===== config.mk =====
export PLATFORM = sky130hd
export DESIGN_NAME = csd_resolver
export DESIGN_NICKNAME = d
export VERILOG_FILES = /design/src/rtl/csd_pkg.sv /design/src/rtl/csd_regfile.sv /design/src/rtl/csd_window_match.sv /design/src/rtl/csd_resolve.sv /design/src/rtl/csd_resolver.sv
export SDC_FILE = /design/constraint.sdc
export NUM_CORES = 1
export LEC_CHECK = 0
export CAP_MARGIN = 25
export CORE_MARGIN = 5
export CORE_UTILIZATION = 65
export DETAILED_ROUTE_END_ITERATION = 6
export DONT_BUFFER_PORTS = 1
export GPL_TIMING_DRIVEN = 0
export PLACE_DENSITY = 0.8
export REMOVE_ABC_BUFFERS = 1
export SLEW_MARGIN = 20
export SYNTH_ARGS = -nofsm -noshare
export SYNTH_HDL_FRONTEND = slang
export SYNTH_SLANG_ARGS = --single-unit
export TNS_END_PERCENT = 30

===== constraint.sdc =====
create_clock -name clk -period 11.3 [get_ports clk]
set_input_delay 0 -clock clk [delete_from_list [all_inputs] [get_ports clk]]
set_output_delay 0 -clock clk [all_outputs]
set_load 0.02 [all_outputs]

===== src/rtl/csd_pkg.sv =====
package csd_pkg;
    localparam int ADDR_W = 32;
    localparam int DATA_W = 32;
    localparam int N_CS   = 8;
    localparam int N_DR   = 2;
    localparam int N_WIN  = N_CS + N_DR;
    localparam int IDX_W  = $clog2(N_WIN);
    localparam int WAIT_W = 4;
    localparam int KIND_W = 3;

    // control word bit positions
    localparam int C_VALID = 0;
    localparam int C_RD    = 1;
    localparam int C_WR    = 2;
    localparam int C_SUP   = 3;
    localparam int C_USR   = 4;
    localparam int C_PW_LO = 5;
    localparam int C_IACK  = 7;
    localparam int C_WT_LO = 8;
    localparam int C_BURST = 12;

    localparam logic [1:0] PW_32 = 2'b00;
    localparam logic [1:0] PW_8  = 2'b01;
    localparam logic [1:0] PW_16 = 2'b10;

    localparam logic [KIND_W-1:0] K_EXT   = 3'd0;
    localparam logic [KIND_W-1:0] K_CS    = 3'd1;
    localparam logic [KIND_W-1:0] K_MULTI = 3'd2;
    localparam logic [KIND_W-1:0] K_DRAM  = 3'd3;
    localparam logic [KIND_W-1:0] K_UNDEF = 3'd4;

    typedef struct packed {
        logic [ADDR_W-1:0] base;
        logic [ADDR_W-1:0] mask;
        logic              valid;
        logic              rd;
        logic              wr;
        logic              sup;
        logic              usr;
        logic [1:0]        pw;
        logic              iack;
        logic [WAIT_W-1:0] wait_n;
        logic              burst;
    } win_t;

    typedef struct packed {
        logic [N_CS-1:0]   cs;
        logic [N_DR-1:0]   dr;
        logic [1:0]        pw;
        logic              binh;
        logic              iack;
        logic [WAIT_W-1:0] wait_n;
        logic              undef;
        logic [KIND_W-1:0] kind;
    } dec_t;

    localparam dec_t DEC_IDLE = '{cs: '0, dr: '0, pw: PW_32, binh: 1'b1,
                                  iack: 1'b0, wait_n: '0, undef: 1'b0, kind: K_EXT};
endpackage


===== src/rtl/csd_regfile.sv =====
module csd_regfile
    import csd_pkg::*;
#(
    parameter int NW = N_WIN,
    parameter int IW = IDX_W,
    parameter int DW = DATA_W
) (
    input  logic          clk,
    input  logic          rst_n,
    input  logic          we_i,
    input  logic [IW-1:0] idx_i,
    input  logic [1:0]    fld_i,
    input  logic [DW-1:0] data_i,
    output win_t          win_o [NW]
);
    logic [DW-1:0] base_d [NW];
    logic [DW-1:0] base_q [NW];
    logic [DW-1:0] mask_d [NW];
    logic [DW-1:0] mask_q [NW];
    logic [DW-1:0] ctrl_d [NW];
    logic [DW-1:0] ctrl_q [NW];

    always_comb begin
        base_d = base_q;
        mask_d = mask_q;
        ctrl_d = ctrl_q;
        if (we_i && (idx_i < IW'(NW))) begin
            case (fld_i)
                2'd0:    base_d[idx_i] = data_i;
                2'd1:    mask_d[idx_i] = data_i;
                2'd2:    ctrl_d[idx_i] = data_i;
                default: ;
            endcase
        end
    end

    always_ff @(posedge clk or negedge rst_n) begin
        if (!rst_n) begin
            for (int i = 0; i < NW; i++) begin
                base_q[i] <= '0;
                mask_q[i] <= '0;
                ctrl_q[i] <= '0;
            end
        end else begin
            base_q <= base_d;
            mask_q <= mask_d;
            ctrl_q <= ctrl_d;
        end
    end

    for (genvar g = 0; g < NW; g++) begin : g_unpack
        always_comb begin
            win_o[g].base   = base_q[g];
            win_o[g].mask   = mask_q[g];
            win_o[g].valid  = ctrl_q[g][C_VALID];
            win_o[g].rd     = ctrl_q[g][C_RD];
            win_o[g].wr     = ctrl_q[g][C_WR];
            win_o[g].sup    = ctrl_q[g][C_SUP];
            win_o[g].usr    = ctrl_q[g][C_USR];
            win_o[g].pw     = ctrl_q[g][C_PW_LO +: 2];
            win_o[g].iack   = ctrl_q[g][C_IACK];
            win_o[g].wait_n = ctrl_q[g][C_WT_LO +: WAIT_W];
            win_o[g].burst  = ctrl_q[g][C_BURST];
        end
    end
endmodule


===== src/rtl/csd_window_match.sv =====
module csd_window_match
    import csd_pkg::*;
#(
    parameter int AW = ADDR_W
) (
    input  win_t          win_i,
    input  logic [AW-1:0] addr_i,
    input  logic          wr_i,
    input  logic          sup_i,
    output logic          hit_o
);
    logic addr_ok;
    logic dir_ok;
    logic mode_ok;

    always_comb begin
        addr_ok = (((addr_i ^ win_i.base) & ~win_i.mask) == '0);
        dir_ok  = wr_i  ? win_i.wr  : win_i.rd;
        mode_ok = sup_i ? win_i.sup : win_i.usr;
        hit_o   = win_i.valid && addr_ok && dir_ok && mode_ok;
    end
endmodule


===== src/rtl/csd_resolve.sv =====
module csd_resolve
    import csd_pkg::*;
#(
    parameter int NC = N_CS,
    parameter int ND = N_DR
) (
    input  logic [NC-1:0] cs_hit_i,
    input  logic [ND-1:0] dr_hit_i,
    input  win_t          win_i [NC+ND],
    output dec_t          dec_o
);
    localparam int CW = $clog2(NC + 1) + 1;
    localparam int DCW = $clog2(ND + 1) + 1;

    logic [CW-1:0]     n_cs;
    logic [DCW-1:0]    n_dr;
    logic [1:0]        cs_pw;
    logic              cs_iack;
    logic [WAIT_W-1:0] cs_wait;
    logic              cs_burst;
    logic [WAIT_W-1:0] dr_wait;
    logic              dr_burst;

    always_comb begin
        n_cs = '0;
        for (int i = 0; i < NC; i++) n_cs = n_cs + CW'(cs_hit_i[i]);
        n_dr = '0;
        for (int j = 0; j < ND; j++) n_dr = n_dr + DCW'(dr_hit_i[j]);

        cs_pw = '0; cs_iack = 1'b0; cs_wait = '0; cs_burst = 1'b0;
        for (int i = 0; i < NC; i++) begin
            if (cs_hit_i[i]) begin
                cs_pw    = cs_pw    | win_i[i].pw;
                cs_iack  = cs_iack  | win_i[i].iack;
                cs_wait  = cs_wait  | win_i[i].wait_n;
                cs_burst = cs_burst | win_i[i].burst;
            end
        end
        dr_wait = '0; dr_burst = 1'b0;
        for (int j = 0; j < ND; j++) begin
            if (dr_hit_i[j]) begin
                dr_wait  = dr_wait  | win_i[NC + j].wait_n;
                dr_burst = dr_burst | win_i[NC + j].burst;
            end
        end

        dec_o = DEC_IDLE;
        if (n_dr != '0 && (n_cs != '0 || n_dr > DCW'(1))) begin
            dec_o.undef = 1'b1;
            dec_o.kind  = K_UNDEF;
        end else if (n_dr == DCW'(1)) begin
            dec_o.dr     = dr_hit_i;
            dec_o.iack   = 1'b1;
            dec_o.wait_n = dr_wait;
            dec_o.binh   = ~dr_burst;
            dec_o.kind   = K_DRAM;
        end else if (n_cs == CW'(1)) begin
            dec_o.cs     = cs_hit_i;
            dec_o.pw     = (cs_pw == 2'b11) ? PW_32 : cs_pw;
            dec_o.iack   = cs_iack;
            dec_o.wait_n = cs_wait;
            dec_o.binh   = ~cs_burst;
            dec_o.kind   = K_CS;
        end else if (n_cs > CW'(1)) begin
            dec_o.cs   = cs_hit_i;
            dec_o.kind = K_MULTI;
        end
    end
endmodule


===== src/rtl/csd_resolver.sv =====
module csd_resolver
    import csd_pkg::*;
(
    input  logic               clk,
    input  logic               rst_n,
    input  logic               cfg_we,
    input  logic [IDX_W-1:0]   cfg_idx,
    input  logic [1:0]         cfg_fld,
    input  logic [DATA_W-1:0]  cfg_data,
    input  logic               start,
    input  logic [ADDR_W-1:0]  addr,
    input  logic               is_write,
    input  logic               is_super,
    output logic [N_CS-1:0]    cs_sel,
    output logic [N_DR-1:0]    dram_sel,
    output logic [1:0]         port_width,
    output logic               burst_inh,
    output logic               int_ack_en,
    output logic [WAIT_W-1:0]  wait_cnt,
    output logic               undef_err,
    output logic [KIND_W-1:0]  acc_kind
);
    win_t            win [N_WIN];
    logic [N_WIN-1:0] hit;
    dec_t            res;
    dec_t            dec_d;
    dec_t            dec_q;

    csd_regfile u_regs (
        .clk    (clk),
        .rst_n  (rst_n),
        .we_i   (cfg_we),
        .idx_i  (cfg_idx),
        .fld_i  (cfg_fld),
        .data_i (cfg_data),
        .win_o  (win)
    );

    for (genvar g = 0; g < N_WIN; g++) begin : g_win
        csd_window_match u_match (
            .win_i  (win[g]),
            .addr_i (addr),
            .wr_i   (is_write),
            .sup_i  (is_super),
            .hit_o  (hit[g])
        );
    end

    csd_resolve u_res (
        .cs_hit_i (hit[N_CS-1:0]),
        .dr_hit_i (hit[N_WIN-1:N_CS]),
        .win_i    (win),
        .dec_o    (res)
    );

    always_comb begin
        dec_d = dec_q;
        if (start) dec_d = res;
    end

    always_ff @(posedge clk or negedge rst_n) begin
        if (!rst_n) dec_q <= DEC_IDLE;
        else        dec_q <= dec_d;
    end

    assign cs_sel     = dec_q.cs;
    assign dram_sel   = dec_q.dr;
    assign port_width = dec_q.pw;
    assign burst_inh  = dec_q.binh;
    assign int_ack_en = dec_q.iack;
    assign wait_cnt   = dec_q.wait_n;
    assign undef_err  = dec_q.undef;
    assign acc_kind   = dec_q.kind;
endmodule


==> run_results.csv <==
group,metric,value,unit
outcome,status,"finished, violations left",
outcome,violations,"negative hold slack, max-slew violations",
layout,fin_util,73.85,%
logic_synthesis,yosysWarnings,0,
clock_network,numCtsBuffers,79,
floorplan,die_h,241.5,um
placed_design,dp_hpwl,57450,um
logic_synthesis,synth_fa_ha_area_share,0.4815,%
routing,wl_met1,37870,um
layout,drive_gt1_share,37.04,%
routing,routed_wl,93310,um
timing,holdWs,-0.9246,ns
placed_design,gp_congestion,0.8465,
logic_synthesis,yosysSeqAreaShare,56.42,%
critical_path,end_kind,"register",
timing,tns,0,ns
worst_hold_path,holdCritPathClass,"input port to asynchronous set/reset pin",
clock_network,cts_sinks,785,
pwr,leakage,18.23,nW
logic_synthesis,ys_ff_latch,785,
floorplan,fp.coreArea,52870,um^2
routing,drt_iter0_drc,1698,
logic_synthesis,netlist_instances,2547,
logic_synthesis,synth_compound_area_share,4.388,%
global_route,grt-ovfl-total,0,
global_route,grt_pass1_wl,141700,um
critical_path,worstPathRequired,11.83,ns
logic_synthesis,synthFlopType,"dfrtp_1",
floorplan,die_w,241.5,um
clock_network,cts_root_buffer,"clkbuf_16",
critical_path,max_stage_delay,0.91,ns
critical_path,r2r_slack,4.52,ns
clock_network,cts_setup_buffers,0,
routing,first_pass_iters,5,
layout,nets,2622,
logic_synthesis,yosys.area_share.simple,2.885,%
logic_synthesis,synth.area.top_cells,"dfrtp_1, mux2_2, xnor2_1",
placed_design,portBuffers,0,
logic_synthesis,synth_edf_count,0,
critical_path,timing.critical_path.mode_cell,"fa_1",
clock_network,clk_latency,0.63,ns
logic_synthesis,synth_top_cell_by_area,"dfrtp_1",
clock_network,ctsHoldBuffers,68,
global_route,grt_start_max_net_pins,786,
timing,rsz0062_at_grt,"no",
critical_path,critical-path-slowest-cell,"nor4_1",
floorplan,rows,84,
floorplan,pin_count,98,
timing,hold_viol,784,
routing,wire_per_inst,28.40,um
routing,drcViolationCount,0,
clock_network,cts_buffer_depth,3,
routing,vias,21190,
pwr,power_density,171.8,nW/um^2
critical_path,path_max_fanout,8,
timing,period_minus_slack,6.775,ns
routing,top_layer,"met4",
logic_synthesis,synth_top_area_share,56.34,%
global_route,first_global_vias,22800,
timing,clock.fmax,147.6,MHz
flow_run,cap_viol_max_count,0,
logic_synthesis,synth.area.mux_share,25.05,%
logic_synthesis,synth_top_family_by_area,"multiplexers",
critical_path,crit_family,"simple AND/OR/NAND/NOR gates",
routing,route.met3.wl,5976,um
pwr,vdd_drop_max,0.1433,mV
routing,drtAntennaViolNets,0,
floorplan,die_area,58300,um^2
layout,area_growth,12.12,%
pwr,total_power,0.006705,W
timing,slew_viol_final,272,
timing,skew,0.02036,ns
logic_synthesis,synth.avg_cell_area,13.67,um^2
critical_path,critPathKind,"register to register",
clock_network,cts_repair_resize_count,0,
floorplan,initial_core_util,65.86,%
global_route,antenna_found_initial,0,
routing,route.met2.wl,44450,um
critical_path,startpoint_type,"register",
global_route,track_usage,32.54,%
logic_synthesis,yosys.cell_types.count,49,
timing,period_share,59.96,%
logic_synthesis,async_reset_ff_share,100.0,%
timing,setup_viol,0,
clock_network,clkTransAtPathRegs,0.06,ns
timing,tightest_slew,2.004,ns
critical_path,crit_path_cell_trace,"xnor2_1, o22ai_1, nor4_1, nand3_1, nor2_1, ha_1, inv_1, fa_1, fa_1, fa_1, inv_1, fa_1, nand2_1, a211oi_1, nor2_1, nor4b_1, o21ai_1, a211oi_1, nand2_1, o21ai_0",
layout,n_antenna_cell,0,
logic_synthesis,synth_xor_area_share,8.071,%
clock_network,cts_tree,"yes",
critical_path,cp_num_buf_inv,2,
critical_path,worstPathArrival,7.30,ns
routing,vias_per_cell,6.449,
timing,max_slew_margin,-33.57,%
clock_network,htree_levels,3,
logic_synthesis,syn_area,34820,um^2
layout by cell type, fill, tap and decap left out, drive strengths merged, types with 25 or more instances in the layout:
cell	count
nor2	42
inv	39
mux2	764
nand2	47
xnor2	320
o22ai	165
clkbuf	119
dlygate4sd3	54
nand3	25
nor4	34
buf	44
dfrtp	784
path summary, 6_finish.rpt:
| path | end | cells past startpoint | from |
|---|---|---|---|
| setup / recovery | cs_sel[7]$_DFFE_PN0P_ | 20 | u_regs.win_o[668]$_DFFE_PN0P_ |
| hold / removal | u_regs.win_o[52]$_DFFE_PN0P_ | 0 | rst_n |
| hold reg to reg | u_regs.win_o[260]$_DFFE_PN0P_ | 1 | u_regs.win_o[260]$_DFFE_PN0P_ |
| max in group asynchronous | u_regs.win_o[59]$_DFFE_PN0P_ | 0 | rst_n |
| setup reg to reg | cs_sel[7]$_DFFE_PN0P_ | 20 | u_regs.win_o[668]$_DFFE_PN0P_ |
| min in group clk | u_regs.win_o[720]$_DFFE_PN0P_ | 3 | cfg_idx[1] |
stage by stage:
| step | hold slack [ns] | instances | area, um^2 | setup WS (ns) |
|---|---|---|---|---|
| floorplan | -0.2956 | 2356 | 34010 | 6.500 |
| global placement | -0.2464 | 3044 | 34870 | 4.842 |
| detailed placement | -0.2564 | 3068 | 35420 | 4.667 |
| CTS | -0.9158 | 3279 | 38980 | 4.595 |
| global route | -0.9365 | 3285 | 39040 | 4.129 |
| finish | -0.9246 | 3285 | 39040 | 4.525 |
worst reg2reg max path, stage by stage, from the launching register on:
cell,delay (ns)
dfrtp_1,0.39
xnor2_1,0.16
o22ai_1,0.22
nor4_1,0.91
nand3_1,0.20
nor2_1,0.80
ha_1,0.38
inv_1,0.08
fa_1,0.43
fa_1,0.46
fa_1,0.38
inv_1,0.12
fa_1,0.21
nand2_1,0.06
a211oi_1,0.21
nor2_1,0.12
nor4b_1,0.29
o21ai_1,0.21
a211oi_1,0.82
nand2_1,0.13
o21ai_0,0.11
synthesized netlist by cell type (7+ instances only):
cell type / number
nand2_1: 47
dfrtp_1: 784
nand3_1: 25
mux2_2: 760
o22ai_1: 165
buf_2: 38
and3_1: 7
o21ai_0: 17
inv_1: 35
mux2i_1: 12
nor3_1: 12
xnor2_1: 319
a22oi_1: 19
buf_1: 60
nor4_1: 32
ha_1: 7
clkbuf_1: 85
nor2_1: 42
sequential cells by signal (all words and copies together), names as in the netlist:
| name | count |
|---|---|
| u_regs.win_o | 764 |
| cs_sel | 8 |
| wait_cnt | 4 |
| acc_kind | 3 |
| dram_sel | 2 |
| port_width | 2 |
| burst_inh | 1 |
| int_ack_en | 1 |
routing by layer:
layer / GRT usage [%] / up-vias
met5: 0 / -
met4: 15.16 / 0
met3: 6.694 / 244
met2: 52.29 / 684
met1: 43.17 / 11270
li1: - / 8985
cell families after synthesis:
group,after synthesis
AOI/OAI and AO/OA,235
xor gates and xnor gates,320
adders and majority gates,11
buffers and inverters,226
DFF,785
muxes,776
and+or+nand+nor,194
cell type report:
cell class,instances,area (um^2)
Clock inverter,24,385.4
Fill cell,3276,13830
Multi-Input combinational cell,1536,14310
Sequential cell,785,19650
Tap cell,688,860.8
Timing Repair Buffer,98,1345
Clock buffer,119,2360
Inverter,35,131.4
power by group:
group          internal (W)  total (W)  switching, W
Clock               0.00167    0.00276       0.00109
Combinational      0.000399   0.000689      0.000291
Sequential          0.00309    0.00325      0.000166
Total               0.00516    0.00671       0.00155
(Power assumes the default switching activity.)
